<file path="src/rtl/urx_pkg.sv">
package urx_pkg;
  typedef struct packed {
    logic [7:0] data;
    logic       perr;
    logic       ferr;
  } urx_entry_t;

  typedef enum logic [2:0] {
    S_IDLE, S_START, S_DATA, S_PAR, S_STOP
  } urx_state_e;
endpackage

</file>
<file path="src/rtl/urx_sync.sv">
module urx_sync #(
  parameter int STAGES = 2
) (
  input  logic clk,
  input  logic rst_n,
  input  logic d_i,
  output logic q_o
);
  logic [STAGES-1:0] sh_q;

  always_ff @(posedge clk or negedge rst_n) begin
    if (!rst_n) sh_q <= '1;
    else        sh_q <= {sh_q[STAGES-2:0], d_i};
  end

  assign q_o = sh_q[STAGES-1];
endmodule

</file>
<file path="src/rtl/urx_frame.sv">
module urx_frame
  import urx_pkg::*;
#(
  parameter int OSR = 16
) (
  input  logic       clk,
  input  logic       rst_n,
  input  logic       en_i,
  input  logic       tick_i,
  input  logic       line_i,
  input  logic       par_on_i,
  input  logic       par_odd_i,
  input  logic [1:0] len_sel_i,
  output logic       push_o,
  output urx_entry_t entry_o
);
  localparam int CW = $clog2(OSR);
  localparam logic [CW-1:0] SMP0 = CW'(OSR / 2);
  localparam logic [CW-1:0] SMP1 = CW'(OSR / 2 + 1);
  localparam logic [CW-1:0] SMP2 = CW'(OSR / 2 + 2);
  localparam logic [CW-1:0] LAST = CW'(OSR - 1);

  urx_state_e    state_q, state_n;
  logic [CW-1:0] cnt_q, cnt_n;
  logic [2:0]    bidx_q, bidx_n;
  logic [1:0]    vote_q, vote_n;
  logic [7:0]    shreg_q, shreg_n;
  logic          perr_q, perr_n;
  logic          pon_q, pon_n;
  logic          podd_q, podd_n;
  logic [2:0]    len_q, len_n;
  logic          maj, decide, at_last;

  assign maj     = (vote_q[0] & vote_q[1]) | (vote_q[0] & line_i) | (vote_q[1] & line_i);
  assign decide  = tick_i && (cnt_q == SMP2);
  assign at_last = (cnt_q == LAST);

  always_comb begin
    state_n = state_q;
    cnt_n   = cnt_q;
    bidx_n  = bidx_q;
    vote_n  = vote_q;
    shreg_n = shreg_q;
    perr_n  = perr_q;
    pon_n   = pon_q;
    podd_n  = podd_q;
    len_n   = len_q;
    if (!en_i) begin
      state_n = S_IDLE;
      cnt_n   = '0;
    end else if (tick_i) begin
      if (state_q == S_IDLE) begin
        if (!line_i) begin
          state_n = S_START;
          cnt_n   = CW'(1);
          shreg_n = '0;
          perr_n  = 1'b0;
          pon_n   = par_on_i;
          podd_n  = par_odd_i;
          len_n   = 3'd4 + {1'b0, len_sel_i};
        end
      end else begin
        cnt_n = at_last ? '0 : cnt_q + 1'b1;
        if (cnt_q == SMP0) vote_n[0] = line_i;
        if (cnt_q == SMP1) vote_n[1] = line_i;
        case (state_q)
          S_START: begin
            if (decide && maj) state_n = S_IDLE;
            else if (at_last) begin
              state_n = S_DATA;
              bidx_n  = '0;
            end
          end
          S_DATA: begin
            if (decide) shreg_n[bidx_q] = maj;
            if (at_last) begin
              if (bidx_q == len_q) state_n = pon_q ? S_PAR : S_STOP;
              else                 bidx_n  = bidx_q + 1'b1;
            end
          end
          S_PAR: begin
            if (decide) perr_n = (^shreg_q) ^ maj ^ podd_q;
            if (at_last) state_n = S_STOP;
          end
          S_STOP: begin
            if (decide) state_n = S_IDLE;
          end
          default: state_n = S_IDLE;
        endcase
      end
    end
  end

  always_ff @(posedge clk or negedge rst_n) begin
    if (!rst_n) begin
      state_q <= S_IDLE;
      cnt_q   <= '0;
      bidx_q  <= '0;
      vote_q  <= '1;
      shreg_q <= '0;
      perr_q  <= 1'b0;
      pon_q   <= 1'b0;
      podd_q  <= 1'b0;
      len_q   <= 3'd7;
    end else begin
      state_q <= state_n;
      cnt_q   <= cnt_n;
      bidx_q  <= bidx_n;
      vote_q  <= vote_n;
      shreg_q <= shreg_n;
      perr_q  <= perr_n;
      pon_q   <= pon_n;
      podd_q  <= podd_n;
      len_q   <= len_n;
    end
  end

  assign push_o       = en_i && decide && (state_q == S_STOP);
  assign entry_o.data = shreg_q;
  assign entry_o.perr = pon_q & perr_q;
  assign entry_o.ferr = ~maj;
endmodule

</file>
<file path="src/rtl/urx_fifo.sv">
module urx_fifo
  import urx_pkg::*;
#(
  parameter int DEPTH = 2
) (
  input  logic                       clk,
  input  logic                       rst_n,
  input  logic                       flush_i,
  input  logic                       push_i,
  input  urx_entry_t                 wdata_i,
  input  logic                       pop_i,
  output urx_entry_t                 head_o,
  output logic [$clog2(DEPTH+1)-1:0] cnt_o,
  output logic                       ovr_o
);
  localparam int AW = (DEPTH > 1) ? $clog2(DEPTH) : 1;
  localparam int CW = $clog2(DEPTH + 1);
  localparam logic [AW-1:0] PMAX = AW'(DEPTH - 1);
  localparam logic [CW-1:0] FULL = CW'(DEPTH);

  urx_entry_t    mem_q [DEPTH];
  logic [AW-1:0] wr_q, wr_n, rd_q, rd_n;
  logic [CW-1:0] cnt_q, cnt_n;
  logic          ovr_q, ovr_n;
  logic          pop_ok, push_ok;

  assign pop_ok  = pop_i && (cnt_q != '0);
  assign push_ok = push_i && ((cnt_q != FULL) || pop_ok);

  always_comb begin
    wr_n  = wr_q;
    rd_n  = rd_q;
    cnt_n = cnt_q;
    ovr_n = ovr_q;
    if (flush_i) begin
      wr_n  = '0;
      rd_n  = '0;
      cnt_n = '0;
      ovr_n = 1'b0;
    end else begin
      if (push_ok) wr_n = (wr_q == PMAX) ? '0 : wr_q + 1'b1;
      if (pop_ok)  rd_n = (rd_q == PMAX) ? '0 : rd_q + 1'b1;
      cnt_n = cnt_q + CW'(push_ok) - CW'(pop_ok);
      if (pop_ok) ovr_n = 1'b0;
      if (push_i && !push_ok) ovr_n = 1'b1;
    end
  end

  always_ff @(posedge clk or negedge rst_n) begin
    if (!rst_n) begin
      wr_q  <= '0;
      rd_q  <= '0;
      cnt_q <= '0;
      ovr_q <= 1'b0;
    end else begin
      wr_q  <= wr_n;
      rd_q  <= rd_n;
      cnt_q <= cnt_n;
      ovr_q <= ovr_n;
    end
  end

  for (genvar i = 0; i < DEPTH; i++) begin : g_slot
    always_ff @(posedge clk) begin
      if (push_ok && !flush_i && (wr_q == AW'(i))) mem_q[i] <= wdata_i;
    end
  end

  assign head_o = mem_q[rd_q];
  assign cnt_o  = cnt_q;
  assign ovr_o  = ovr_q;
endmodule

</file>
<file path="src/rtl/uart_rx_fifo.sv">
module uart_rx_fifo
  import urx_pkg::*;
#(
  parameter int OSR        = 16,
  parameter int DEPTH      = 2,
  parameter int SYNC_STAGE = 2
) (
  input  logic       clk,
  input  logic       rst_n,
  input  logic       rxd_i,
  input  logic       tick16_i,
  input  logic       rx_on_i,
  input  logic       par_on_i,
  input  logic       par_odd_i,
  input  logic [1:0] len_sel_i,
  input  logic       rd_i,
  output logic [7:0] data_o,
  output logic       avail_o,
  output logic       perr_o,
  output logic       ferr_o,
  output logic       ovr_o,
  output logic       line_claim_o
);
  localparam int OCW = $clog2(DEPTH + 1);

  logic [1:0]     rst_sh_q;
  logic           rst_s_n;
  logic           line_s;
  logic           push;
  urx_entry_t     wentry, head;
  logic [OCW-1:0] occ;

  always_ff @(posedge clk or negedge rst_n) begin
    if (!rst_n) rst_sh_q <= 2'b00;
    else        rst_sh_q <= {rst_sh_q[0], 1'b1};
  end
  assign rst_s_n = rst_sh_q[1];

  urx_sync #(.STAGES(SYNC_STAGE)) u_sync (
    .clk(clk), .rst_n(rst_s_n), .d_i(rxd_i), .q_o(line_s)
  );

  urx_frame #(.OSR(OSR)) u_frame (
    .clk(clk), .rst_n(rst_s_n), .en_i(rx_on_i), .tick_i(tick16_i),
    .line_i(line_s), .par_on_i(par_on_i), .par_odd_i(par_odd_i),
    .len_sel_i(len_sel_i), .push_o(push), .entry_o(wentry)
  );

  urx_fifo #(.DEPTH(DEPTH)) u_fifo (
    .clk(clk), .rst_n(rst_s_n), .flush_i(!rx_on_i), .push_i(push),
    .wdata_i(wentry), .pop_i(rd_i), .head_o(head), .cnt_o(occ),
    .ovr_o(ovr_o)
  );

  assign avail_o      = (occ != '0);
  assign data_o       = avail_o ? head.data : 8'h00;
  assign perr_o       = avail_o & head.perr;
  assign ferr_o       = avail_o & head.ferr;
  assign line_claim_o = rx_on_i;
endmodule

</file>
<file path="config.mk">
export PLATFORM = sky130hd
export DESIGN_NAME = uart_rx_fifo
export DESIGN_NICKNAME = d
export VERILOG_FILES = /design/src/rtl/urx_pkg.sv /design/src/rtl/urx_sync.sv /design/src/rtl/urx_frame.sv /design/src/rtl/urx_fifo.sv /design/src/rtl/uart_rx_fifo.sv
export SDC_FILE = /design/constraint.sdc
export NUM_CORES = 1
export LEC_CHECK = 0
export BUFFER_PORTS_ARGS = -buffer_cell sky130_fd_sc_hd__buf_4
export CAP_MARGIN = 20
export CORE_ASPECT_RATIO = 1.1
export CORE_UTILIZATION = 30
export CTS_CLUSTER_DIAMETER = 40
export DETAILED_ROUTE_END_ITERATION = 16
export HOLD_SLACK_MARGIN = 0.15
export PLACE_DENSITY = 0.46
export SETUP_SLACK_MARGIN = 0.4
export SLEW_MARGIN = 20
export SYNTH_ARGS = -nofsm -noshare
export SYNTH_HDL_FRONTEND = slang
export SYNTH_HIERARCHICAL = 1
export SYNTH_SLANG_ARGS = --single-unit
export TNS_END_PERCENT = 30
</file>
<file path="constraint.sdc">
create_clock -name clk -period 3 [get_ports clk]
set_input_delay 0.15 -clock clk [delete_from_list [all_inputs] [get_ports clk]]
set_output_delay 0.15 -clock clk [all_outputs]
set_load 0.005 [all_outputs]
</file>
==> impl_metrics.csv <==
group,metric,value,unit
die,dieWidth,95.30,um
die,rows,37,
critical_path,crit_path_max_fanout,12,
drt,antenna_left,0,
sta,fin_crit_sh,75.84,%
sta,fmax,439.5,MHz
worst_hold_path,worstHoldEndpoint,"u_frame/cnt_q[0]",
worst_hold_path,hold_path_class,"in -> reg",
yosys,synthTopCellsByArea,"dfrtp_1 (24%), edfxtp_1 (21%), dfstp_2 (5.5%)",
yosys,synthDistinctLibCells,61,
power,comb_power_share,21.7,%
power,ir_worst_vdd,0.2162,mV
power,pwr_density_cell,514.4,nW/um^2
clocking,insertion_delay,0.31,ns
power,power_frac_seq,53.0,%
power,intPower,1.163,mW
critical_path,worstSetupPathType,"reg -> reg",
layout,layout-drive-gt1-share,23.22,%
grt,gr-total-overflow,0,
grt,track_usage,11.75,%
sta,post-route-min-period,2.275,ns
drt,viasPerCell,4.875,
place,dpl.cell_count,369,
clocking,h-tree-depth,2,
critical_path,crit_slowest_cell,"dfrtp_1",
critical_path,slowest_delay,0.58,ns
layout,multi_input_comb_area,1289,sq um
yosys,synthArstFlopShare,62.96,%
sta,hold_viol,0,
yosys,synth_top_cell_area_share,24.39,%
power,swShare,31.17,%
drt,drcViolationCount,0,
critical_path,reg2reg_from,"u_frame/state_q[2]",
power,p_clk_share,25.3,%
layout,area_growth_syn_to_layout,14.37,%
clocking,cts_setup_buffers,0,
grt,grt_max_degree,33,
layout,fill_cells,956,
yosys,netlist_area,2873,sq um
yosys,avgSynthCellArea,11.92,sq um
sta,finalSetupViolCount,0,
critical_path,cp-start-kind,"register",
critical_path,cpMostUsedCell,"ha_1",
yosys,synth_cells,241,
die,start_util,30.72,%
sta,rsz0062_at_grt,"no",
die,die_h,104.6,um
clocking,cts_buffer_depth,2,
yosys,yosysMostFrequentCell,"dfrtp_1",
drt,vias,1872,
yosys,syn_nets,258,
yosys,seq_area_frac_synth,50.78,%
clocking,clk_pin_slew_worst_paths,0.11,ns
yosys,synth_common_cells,"dfrtp_1 (28), edfxtp_1 (20), o21ai_1 (18), nand2_1 (12), inv_1 (11)",
layout,nets,283,
yosys,synth_edf_count,20,
drt,wl_per_cell,14.46,um
run,maxCapViolCount,0,
worst_hold_path,min-delay-start,"rx_on_i",
critical_path,endpoint_kind,"register",
drt,drt-total-wl,5554,um
sta,drv_slew,0,
worst_hold_path,hold_depth,3,
power,p_switching,0.5268,mW
sta,slew_headroom,39.05,%
sta,finalSetupTns,0,ns
critical_path,crit_chain,"or4bb_1 -> nor2_1 -> nand2b_4 -> ha_1 -> inv_1 -> ha_1 -> nor2b_1",
critical_path,r2r-end,"u_fifo/cnt_o[0]",
die,ioPinCount,23,
layout,area.sequential,1459,sq um
yosys,ys_ff_latch,54,
die,core,9351,sq um
critical_path,rrSetupSlack,0.72,ns
drt,drtIter0Drc,114,
power,power.static_leakage,1.328,nW
yosys,yosysTopAreaCell,"dfrtp_1",
run_status,status,"finished, final reports clean",
layout,antennaDiodeCount,0,
clocking,cts_sinks,54,
sta,skew,0.005563,ns
drt,first_pass_iters,4,
clocking,cts_made_buffers,5,
clocking,root_buffer,"clkbuf_8",
sta,worstMarginPinSlew,0.9073,ns
place,gp_congestion,0.7989,
place,dpl.hpwl,3893,um
yosys,ys_warn_count,6,
yosys,synth-main-ff-cell,"dfrtp_1",
clocking,tritoncts,"built",
grt,antenna_found_initial,0,
place,io_buffers,22,
grt,grt_pass1_wl,9128,um
grt,grt_pass1_vias,1790,
critical_path,cp.arrival,2.47,ns
layout,layoutNonFillerInstCount,384,
die,dieArea,9971,sq um
power,total_power,1.690,mW
critical_path,cp_data_required_time,3.20,ns
critical_path,rr_worst_depth,7,
==> worst max-delay path: cells and delay by family, from the launching register on <==
| kind | cells | cell delay, ns |
|---|---|---|
| adders and majority gates | 2 | 0.53 |
| buffers and inverters | 1 | 0.04 |
| DFF | 1 | 0.58 |
| and+or+nand+nor | 4 | 1.02 |
==> layout by cell type, fill, tap and decap left out, drive strengths merged, types with 4 or more instances in the layout <==
master	count
nand3	4
edfxtp	20
inv	12
o31ai	4
o21ai	21
dlygate4sd3	7
dfstp	6
nor2b	5
buf	25
o21a	10
nor2	6
nor3b	4
ha	7
xnor2	9
a31oi	9
clkbuf	5
dfrtp	28
nand2	12
mux2	20
==> sequential cells by signal, indices dropped and copies added, names as in the netlist <==
| signal | flops |
|---|---|
| u_fifo/rd_q | 1 |
| u_frame/vote_q | 2 |
| u_fifo/ovr_o | 1 |
| u_fifo/wr_q | 1 |
| u_frame/bidx_q | 3 |
| u_frame/len_q | 2 |
| u_frame/state_q | 3 |
| u_frame/perr_q | 1 |
| u_fifo/mem_q | 20 |
| u_frame/podd_q | 1 |
| u_fifo/cnt_o | 2 |
| u_frame/pon_q | 1 |
| u_frame/cnt_q | 4 |
| rst_sh_q | 2 |
| u_sync/sh_q | 2 |
| u_frame/shreg_q | 8 |
==> stage by stage <==
step	area (sq um)	util (%)	setup WS (ns)	hold slack, ns
6_report	3286	35.14	0.7248	0.1648
5_1_grt	3286	35.14	0.5957	0.1756
4_1_cts	3286	35.14	0.7171	0.1605
3_5_place_dp	3123	33.40	0.7330	-0.06619
3_3_place_gp	3123	33.40	0.7671	-0.06713
2_1_floorplan	2873	-	0.5299	-0.1456
==> area by class of cell <==
| cell class | count | share of cell area (%) |
|---|---|---|
| Sequential cell | 54 | 44.40 |
| Multi-Input combinational cell | 162 | 39.22 |
| Timing Repair Buffer | 32 | 7.845 |
| Tap cell | 117 | 4.455 |
| Clock buffer | 5 | 2.094 |
| Inverter | 11 | 1.257 |
| Clock inverter | 3 | 0.7235 |
==> metal layers <==
metal / wire [um] / vias up / global-route usage (%)
li1: - / 937 / -
met1: 2682 / 908 / 15.60
met2: 2700 / 22 / 19.59
met3: 117 / 5 / 2.183
met4: 53 / 0 / 2.597
met5: 0 / - / 0
==> power groups by stage <==
stage          Clock, mW  Combinational (mW)  Sequential, mW
6_report           0.428               0.366           0.896
2_1_floorplan          0               0.311           0.874
5_1_grt            0.474               0.411           0.909
4_1_cts            0.454               0.372           0.895
3_3_place_gp           0               0.364           0.907
3_5_place_dp           0               0.363           0.911
==> how the worst max path moves through the flow <==
stage                       startpoint            endpoint  slack [ns]  cells after the start
floorplan           u_frame/state_q[1]  u_fifo/mem_q[1][0]        0.53                      4
global placement    u_frame/state_q[1]     u_fifo/cnt_o[1]        0.77                      8
detailed placement  u_frame/state_q[1]     u_fifo/cnt_o[0]        0.73                      7
CTS                 u_frame/state_q[1]     u_fifo/cnt_o[0]        0.72                      7
global route        u_frame/state_q[1]     u_fifo/cnt_o[0]        0.60                      7
finish              u_frame/state_q[2]     u_fifo/cnt_o[0]        0.72                      7
==> cell families after synthesis <==
logic type / count (synthesis) / synth area share (%)
AO/OA/AOI/OAI: 62 / 15.33
other: 1 / 0.1305
multiplexers: 22 / 8.929
adder cells (fa/ha/maj): 8 / 3.397
XOR/XNOR: 13 / 4.443
AND/OR/NAND/NOR: 56 / 12.63
buffers and inverters: 25 / 4.355
flip-flops: 54 / 50.78
==> timing repair <==
action / CTS / global route
hold buffers: 7 / 0
gates resized for setup: 0 / 0
hold endpoints to repair: 7 / 0
Power figures use the tool's default switching activity.
